==> config.mk <==
export PLATFORM = sky130hd
export DESIGN_NAME = ooo_rob_core
export DESIGN_NICKNAME = d
export VERILOG_FILES = /design/src/rtl/ooo_rob_pkg.sv /design/src/rtl/rob_pick.sv /design/src/rtl/rob_alu.sv /design/src/rtl/ooo_rob_core.sv
export SDC_FILE = /design/constraint.sdc
export NUM_CORES = 1
export LEC_CHECK = 0
export ABC_CLOCK_PERIOD_IN_PS = 16200
export BUFFER_PORTS_ARGS = -buffer_cell sky130_fd_sc_hd__buf_4
export CAP_MARGIN = 10
export CELL_PAD_IN_SITES_DETAIL_PLACEMENT = 0
export CELL_PAD_IN_SITES_GLOBAL_PLACEMENT = 1
export CORE_MARGIN = 4
export CORE_UTILIZATION = 30
export DETAILED_ROUTE_END_ITERATION = 6
export PLACE_DENSITY = 0.63
export SLEW_MARGIN = 20
export SYNTH_ARGS = -nofsm -noshare
export SYNTH_HDL_FRONTEND = slang
export SYNTH_SLANG_ARGS = --single-unit
==> constraint.sdc <==
create_clock -name clk -period 16.2 [get_ports clk]
set_clock_uncertainty 0.05 [all_clocks]
set_input_delay 3.24 -clock clk [delete_from_list [all_inputs] [get_ports clk]]
set_output_delay 3.24 -clock clk [all_outputs]
set_load 0.03 [all_outputs]
==> src/rtl/ooo_rob_pkg.sv <==
package ooo_rob_pkg;
    typedef enum logic [1:0] {
        OP_ADD  = 2'd0,
        OP_SUB  = 2'd1,
        OP_XOR  = 2'd2,
        OP_TRAP = 2'd3
    } op_t;
endpackage

==> src/rtl/rob_pick.sv <==
module rob_pick #(
    parameter int DEPTH = 4,
    parameter int TAG_W = 2
) (
    input  logic [DEPTH-1:0] ready,
    input  logic [TAG_W-1:0] head,
    output logic             found,
    output logic [TAG_W-1:0] idx
);
    // Scan circularly from head; first ready slot is the oldest.
    always_comb begin
        logic [TAG_W-1:0] cand;
        found = 1'b0;
        idx   = head;
        for (int k = 0; k < DEPTH; k++) begin
            cand = head + TAG_W'(k);
            if (!found && ready[cand]) begin
                found = 1'b1;
                idx   = cand;
            end
        end
    end
endmodule

==> src/rtl/rob_alu.sv <==
module rob_alu
    import ooo_rob_pkg::*;
#(
    parameter int DATA_W = 8
) (
    input  op_t              op,
    input  logic [DATA_W-1:0] a,
    input  logic [DATA_W-1:0] b,
    output logic [DATA_W-1:0] result,
    output logic              exc
);
    always_comb begin
        exc = 1'b0;
        unique case (op)
            OP_ADD:  result = a + b;
            OP_SUB:  result = a - b;
            OP_XOR:  result = a ^ b;
            default: begin
                result = a;
                exc    = 1'b1;
            end
        endcase
    end
endmodule

==> src/rtl/ooo_rob_core.sv <==
module ooo_rob_core
    import ooo_rob_pkg::*;
#(
    parameter int DEPTH  = 4,   // power of two
    parameter int NREGS  = 8,
    parameter int DATA_W = 8,
    localparam int TAG_W = $clog2(DEPTH),
    localparam int REG_W = $clog2(NREGS),
    localparam int PTR_W = TAG_W + 1
) (
    input  logic              clk,
    input  logic              rst_n,
    input  logic              disp_valid,
    input  logic [1:0]        disp_op,
    input  logic [REG_W-1:0]  disp_dest,
    input  logic [REG_W-1:0]  disp_src1,
    input  logic [REG_W-1:0]  disp_src2,
    output logic              disp_ready,
    input  logic              alu_free,
    output logic              exec_valid,
    output logic [TAG_W-1:0]  exec_tag,
    output logic              ret_valid,
    output logic [REG_W-1:0]  ret_dest,
    output logic [DATA_W-1:0] ret_value,
    output logic              flush_out,
    input  logic [REG_W-1:0]  rf_rd_addr,
    output logic [DATA_W-1:0] rf_rd_data
);
    typedef struct packed {
        logic              rdy;
        logic [DATA_W-1:0] val;
        logic [TAG_W-1:0]  tag;
    } operand_t;

    typedef struct packed {
        logic              valid;
        logic              done;
        logic              exc;
        op_t               op;
        logic [REG_W-1:0]  dest;
        operand_t          s1;
        operand_t          s2;
        logic [DATA_W-1:0] result;
    } entry_t;

    typedef struct packed {
        logic              busy;
        logic [TAG_W-1:0]  tag;
        logic [DATA_W-1:0] value;
    } ren_t;

    typedef struct packed {
        entry_t [DEPTH-1:0] ent;
        ren_t   [NREGS-1:0] ren;
        logic   [PTR_W-1:0] head;
        logic   [PTR_W-1:0] tail;
    } state_t;

    state_t state_q, state_d;

    logic [TAG_W-1:0]  head_idx, tail_idx, pick_idx;
    logic [PTR_W-1:0]  occupancy;
    logic [DEPTH-1:0]  ready_vec;
    logic              pick_found, issue, head_done, flush_now, commit_now, full, disp_take;
    logic [DATA_W-1:0] alu_res;
    logic              alu_exc;

    assign head_idx  = state_q.head[TAG_W-1:0];
    assign tail_idx  = state_q.tail[TAG_W-1:0];
    assign occupancy = state_q.tail - state_q.head;

    for (genvar i = 0; i < DEPTH; i++) begin : g_ready
        assign ready_vec[i] = state_q.ent[i].valid && !state_q.ent[i].done
                              && state_q.ent[i].s1.rdy && state_q.ent[i].s2.rdy;
    end

    rob_pick #(.DEPTH(DEPTH), .TAG_W(TAG_W)) u_pick (
        .ready (ready_vec),
        .head  (head_idx),
        .found (pick_found),
        .idx   (pick_idx)
    );

    rob_alu #(.DATA_W(DATA_W)) u_alu (
        .op     (state_q.ent[pick_idx].op),
        .a      (state_q.ent[pick_idx].s1.val),
        .b      (state_q.ent[pick_idx].s2.val),
        .result (alu_res),
        .exc    (alu_exc)
    );

    assign head_done  = state_q.ent[head_idx].valid && state_q.ent[head_idx].done;
    assign flush_now  = head_done && state_q.ent[head_idx].exc;
    assign commit_now = head_done && !state_q.ent[head_idx].exc;
    assign issue      = pick_found && alu_free && !flush_now;
    assign full       = (occupancy == PTR_W'(DEPTH));
    assign disp_ready = !full && !flush_now;
    assign disp_take  = disp_valid && disp_ready;

    // Source lookup against the current state, with same-cycle ALU forwarding.
    function automatic operand_t resolve(input state_t s, input logic [REG_W-1:0] r,
                                         input logic fwd, input logic [TAG_W-1:0] fwd_tag,
                                         input logic [DATA_W-1:0] fwd_val);
        operand_t o;
        o.rdy = 1'b1;
        o.tag = s.ren[r].tag;
        o.val = s.ren[r].value;
        if (s.ren[r].busy) begin
            if (s.ent[o.tag].done)
                o.val = s.ent[o.tag].result;
            else if (fwd && fwd_tag == o.tag)
                o.val = fwd_val;
            else begin
                o.rdy = 1'b0;
                o.val = '0;
            end
        end
        return o;
    endfunction

    always_comb begin
        state_d = state_q;
        if (flush_now) begin
            for (int i = 0; i < DEPTH; i++) state_d.ent[i].valid = 1'b0;
            for (int r = 0; r < NREGS; r++) state_d.ren[r].busy = 1'b0;
            state_d.head = state_q.tail;
        end else begin
            if (issue) begin
                state_d.ent[pick_idx].done   = 1'b1;
                state_d.ent[pick_idx].result = alu_res;
                state_d.ent[pick_idx].exc    = alu_exc;
                for (int i = 0; i < DEPTH; i++) begin
                    if (state_q.ent[i].valid && !state_q.ent[i].s1.rdy
                        && state_q.ent[i].s1.tag == pick_idx) begin
                        state_d.ent[i].s1.rdy = 1'b1;
                        state_d.ent[i].s1.val = alu_res;
                    end
                    if (state_q.ent[i].valid && !state_q.ent[i].s2.rdy
                        && state_q.ent[i].s2.tag == pick_idx) begin
                        state_d.ent[i].s2.rdy = 1'b1;
                        state_d.ent[i].s2.val = alu_res;
                    end
                end
            end
            if (commit_now) begin
                state_d.ent[head_idx].valid = 1'b0;
                state_d.ren[state_q.ent[head_idx].dest].value = state_q.ent[head_idx].result;
                if (state_q.ren[state_q.ent[head_idx].dest].busy
                    && state_q.ren[state_q.ent[head_idx].dest].tag == head_idx)
                    state_d.ren[state_q.ent[head_idx].dest].busy = 1'b0;
                state_d.head = state_q.head + 1'b1;
            end
            if (disp_take) begin
                state_d.ent[tail_idx].valid = 1'b1;
                state_d.ent[tail_idx].done  = 1'b0;
                state_d.ent[tail_idx].exc   = 1'b0;
                state_d.ent[tail_idx].op    = op_t'(disp_op);
                state_d.ent[tail_idx].dest  = disp_dest;
                state_d.ent[tail_idx].s1    = resolve(state_q, disp_src1, issue, pick_idx, alu_res);
                state_d.ent[tail_idx].s2    = resolve(state_q, disp_src2, issue, pick_idx, alu_res);
                state_d.ent[tail_idx].result = '0;
                state_d.ren[disp_dest].busy = 1'b1;
                state_d.ren[disp_dest].tag  = tail_idx;
                state_d.tail = state_q.tail + 1'b1;
            end
        end
    end

    always_ff @(posedge clk) begin
        if (!rst_n) begin
            state_q <= '0;
            for (int r = 0; r < NREGS; r++) state_q.ren[r].value <= DATA_W'(r);
        end else begin
            state_q <= state_d;
        end
    end

    assign exec_valid = issue;
    assign exec_tag   = pick_idx;
    assign ret_valid  = commit_now;
    assign ret_dest   = state_q.ent[head_idx].dest;
    assign ret_value  = state_q.ent[head_idx].result;
    assign flush_out  = flush_now;
    assign rf_rd_data = state_q.ren[rf_rd_addr].value;

    // Flattened views of the state for the bound checker.
    logic [DEPTH-1:0]       occ_vec, done_vec;
    logic [NREGS-1:0]       ren_busy_vec;
    logic [NREGS*TAG_W-1:0] ren_tag_flat;
    logic [DEPTH*REG_W-1:0] dest_flat;
    for (genvar i = 0; i < DEPTH; i++) begin : g_flat_ent
        assign occ_vec[i]                  = state_q.ent[i].valid;
        assign done_vec[i]                 = state_q.ent[i].valid && state_q.ent[i].done;
        assign dest_flat[i*REG_W +: REG_W] = state_q.ent[i].dest;
    end
    for (genvar r = 0; r < NREGS; r++) begin : g_flat_ren
        assign ren_busy_vec[r]                = state_q.ren[r].busy;
        assign ren_tag_flat[r*TAG_W +: TAG_W] = state_q.ren[r].tag;
    end
endmodule

---- Word-level counts from Yosys, hierarchy flattened ----
Cells that the tools add are included.
word-level totals
  flip-flop bits (word level) ............. 246
  output and inout bits ................... 25
cells by class
  add/subtract/negate cells ............... 8
  $lt $le $gt $ge ......................... 18
  equality and inequality tests ........... 14
  muxes and demuxes ....................... 110
  bitwise logic cells ..................... 3
  reduce and logical (&&, ||, !) cells .... 69
operator list
  kind                                                                   count
  152-bit bitwise mux                                                    12
  38-bit demux with 2-bit select                                         12
  243-bit 2-to-1 mux                                                     2
  88-bit bitwise mux                                                     4
  38-bit binary-select mux with 2-bit select                             4
  152-bit 2-to-1 mux                                                     2
  240-bit 2-to-1 mux                                                     1
  37-bit 2-to-1 mux                                                      4
  11-bit binary-select mux with 3-bit select                             4
  11-bit demux with 3-bit select                                         4
  9-bit 2-to-1 mux                                                       14
  38-bit 2-to-1 mux                                                      3
  88-bit 2-to-1 mux                                                      1
  36-bit 2-to-1 mux                                                      2
  35-bit 2-to-1 mux                                                      2
  8-bit 2-to-1 mux                                                       8
  11-bit 2-to-1 mux                                                      5
  1-bit logical AND                                                      46
  33-bit 2-to-1 mux                                                      1
  30-bit 2-to-1 mux                                                      1
  2-bit by 3-bit < comparator with 1-bit output (second input constant)  8
  8-bit case mux with 3 select lines                                     1
  2-bit == test                                                          11
  3-bit by 4-bit < comparator with 1-bit output (second input constant)  5
  other kinds (25)                                                       65

---- Logic depth before layout (Yosys ltp) ----
  depth after elaboration ................. 38
  mapped depth ............................ 33
  depth with buffers taken out ............ 26

---- By module ----
A second synthesis with hierarchy kept.
unflattened totals
  cell total of the unflattened synthesis .. 1546
  area, all modules ....................... 15387.3 µm²
by module, submodules not included
  module        instances  cells an instance  area an instance (µm²)  sequential area each (µm²)
  ooo_rob_core  1          1412               14470.1                 4924.7
  rob_alu       1          118                820.8                   0.0
  rob_pick      1          16                 96.3                    0.0

---- Least setup slack after synthesis ----
OpenSTA, ideal clock, no wires.
  path kind ............................... input to output
  start ................................... input rf_rd_addr[0]
  end ..................................... output rf_rd_data[7]
  data arrival time ....................... 4910 ps
  required time ........................... 12910 ps
  slack ................................... 8000 ps
  cell stages on the path ................. 4
  path buffers ............................ 2
  path through ............................ clkbuf_1 > clkbuf_1 > mux4_2 > mux2_2
on the way
  cells in the longest elaborated chain, start to end .. 2
RTL lines
  element                                     RTL line             RTL
  start, declared                             ooo_rob_core.sv:26   input logic [REG_W-1:0] rf_rd_addr,
  11-bit binary-select mux with 3-bit select  ooo_rob_core.sv:184  assign rf_rd_data = state_q.ren[rf_rd_addr].value;
  8-bit 2-to-1 mux (not written as such)      ooo_rob_core.sv:184
  end, declared                               ooo_rob_core.sv:27   output logic [DATA_W-1:0] rf_rd_data
Every way passes these cells. The select of a mux whose other input is x is not followed.

---- Final worst setup path ----
  start ................................... input rf_rd_addr[1]
  end ..................................... output rf_rd_data[1]
Same word-level chain as after synthesis.

==> metrics.cfg <==
[critical_path]
slowest_delay_ns=0.55
reg2reg_to=state_q[160]
critPathKind=input port to output port
crit_path_end_kind=output port
critPathLaunch=rf_rd_addr[1]
reg2reg_from=state_q[244]
ff2ff_path_depth=22
crit_family=multiplexers
rrSetupSlack_ns=8.71
worstPathArrival_ns=4.56
required_ns=12.91
cp.depth=4
worst_path_most_repeated_cell=buf_4
crit_buf_inv=2
critical_path.endpoint=rf_rd_data[1]
worst_path_max_delay_cell=mux4_2
crit_chain=buf_4 -> mux4_2 -> mux2_2 -> buf_4
crit_path_start_kind=input port
crit_path_max_fanout=16

[layout]
drive_gt1_frac=0.181
fin_nets=1566
layoutNonFillerInstCount=2159
nFillCells=4777
synthToLayoutAreaGrowth_pct=12.9
fin_util=0.346
diodes=0

[sta]
grt_setup_unrepaired=false
tns_ns=0
finalSetupViolations=0
worst_slew_pin_slew_ns=1.13
finalCritPeriodShare=0.485
layout_min_cycle_time_ns=7.85
layout_setup_ws_ns=8.35
fmax_mhz=127
finalHoldViolations=0
worst_hold_slack_ns=0.403
slew_headroom=0.239
finalMaxSlewViolations=0

[drt]
first_iter_violations=1000
ant_nets=0
drc=0
dr.pass1.iters=5
drt-total-wl_um=47800
wl_per_cell_um=22.1
dr_total_vias=12100
drt-vias-per-instance=5.59

[outcome]
status=finished, final reports clean

[cts]
tritoncts=yes
clockRootBuffer=clkbuf_16
htree_levels=1
cts_made_buffers=30
clkSinkCount=246
clk_latency_ns=0.56
cts_hold_buf=0
cts_resized=0
cts_buffer_depth=3
path_clk_slew_ns=0.06
postCtsSetupBuffers=0

[grt]
antenna_found_initial=0
track_usage=0.183
grt_pass1_wl_um=73300
grt_pass1_vias=11900
overflow=0
grt_max_degree=62

[synthesis]
ys.flop_type=dfxtp_1
synthArstFlopShare=0
synth_area_leader_cell=dfxtp_1
netlist_instances=1545
synth-edff-count=0
synth.avg_cell_area_um2=9.31
syn-num-nets=1582
synth_common_cells=246 x dfxtp_1, 210 x nor2_1, 167 x nand2_1
synth_cell_types=72
syn-cell-area_um2=14400
yosys.cell_count.top_type=dfxtp_1
synth_top_area_frac=0.343
ys_seq_area_frac=0.343
synthTopCellsByArea=dfxtp_1 34%, mux4_2 14%, mux2i_1 11%
ys.warnings.count=0
synth-seq-cells=246

[floorplan]
ioPinCount=43
row_count=79
design.die.area_um2=51500
die_w_um=227
start_util=0.306
die_h_um=227
core-area_um2=47000

[place]
post-place-ws_ns=8.33
portBuffers=42
gp_congestion=0.819
dpl.cell_count=2104
dp_hpwl_um=32700

[min_path]
holdCritPathClass=register to register

[power_and_ir_drop]
leakagePower_nw=5.83
peakVddDrop_mv=0.0735
power_density_nw_per_um2=97.0

[job]
max_cap_viol_count=0

## layout by cell type (no fill, tap or decap), drive strengths merged, types with 25 or more instances in the layout
master	instances
a211oi	26
xnor2	25
a21oi	97
a31oi	26
clkbuf	48
dfxtp	246
o21ai	47
nor2	210
nand2	168
mux4	90
buf	79
mux2i	160
mux2	26
nor3	26
nand3	29
## worst register-to-register path, cell delays in order, from the launching register on
cell	delay, ns
dfxtp_1	0.33
nand4b_1	0.49
mux4_2	0.64
o31ai_2	0.09
and3_1	0.28
or2_4	0.30
mux2i_1	0.14
mux2i_1	0.85
nor2_1	0.30
mux2_2	0.39
inv_1	0.06
ha_1	0.22
nor2b_1	0.12
o21ai_0	0.15
nand2b_1	0.10
a21o_1	0.19
a21oi_1	0.22
o21ai_0	0.15
xnor2_1	0.32
mux2_2	0.39
o31ai_2	0.93
o211ai_1	0.35
a32o_1	0.33
## per-layer routing
| metal | GRT usage | wire length, um | part of all wire | vias up |
|---|---|---|---|---|
| met5 | 0 | 0 | 0 | - |
| met4 | 0.0473 | 1180 | 0.025 | 0 |
| met3 | 0.0227 | 2440 | 0.051 | 79 |
| met2 | 0.306 | 22700 | 0.48 | 382 |
| met1 | 0.252 | 21400 | 0.45 | 5991 |
| li1 | - | - | - | 5624 |
## area by class of cell
| type | instances | area (um^2) | share of cell area |
|---|---|---|---|
| Inverter | 19 | 72.6 | 0.00447 |
| Timing Repair Buffer | 79 | 593 | 0.0365 |
| Sequential cell | 246 | 4920 | 0.303 |
| Clock buffer | 48 | 960 | 0.0591 |
| Multi-Input combinational cell | 1153 | 8870 | 0.546 |
| Clock inverter | 7 | 60.1 | 0.00370 |
| Tap cell | 607 | 759 | 0.0468 |
## per-stage QoR
| step | power (mW) | area [um^2] |
|---|---|---|
| after floorplan | 0.815 | 14400 |
| after global placement | 0.897 | 15200 |
| after detailed placement | 0.900 | 15200 |
| after CTS | 1.59 | 16200 |
| after global routing | 1.64 | 16200 |
| final | 1.58 | 16200 |
## flip-flops by register name (all words and copies together), names as in the netlist
| signal | cells |
|---|---|
| state_q | 204 |
| ren_tag_flat | 16 |
| dest_flat | 12 |
| ren_busy_vec | 8 |
| occ_vec | 4 |
| head_idx | 2 |
## power breakdown
part / switching [mW] / internal (mW)
sequential: 0.0126 / 0.618
combinational: 0.174 / 0.0834
clock: 0.270 / 0.417
total: 0.456 / 1.12
## cell families after synthesis
family / count (synthesis) / synth area share
flops: 246 / 0.343
mux: 276 / 0.273
compound gates: 299 / 0.138
simple gates: 517 / 0.162
buf+inv: 146 / 0.0425
fa+ha+maj: 19 / 0.0171
xor+xnor: 42 / 0.0256
## worst min-delay path by stage
stage / from / endpoint / slack [ns] / depth (start not counted)
detailed placement: state_q[167] / state_q[167] / 0.40 / 2
finish: state_q[167] / state_q[167] / 0.40 / 2
global placement: dest_flat[3] / dest_flat[3] / 0.39 / 2
floorplan: state_q[229] / state_q[229] / 0.38 / 2
CTS: state_q[167] / state_q[167] / 0.40 / 2
global route: state_q[167] / state_q[167] / 0.43 / 2
No activity file was read; power rests on OpenSTA's default activity.
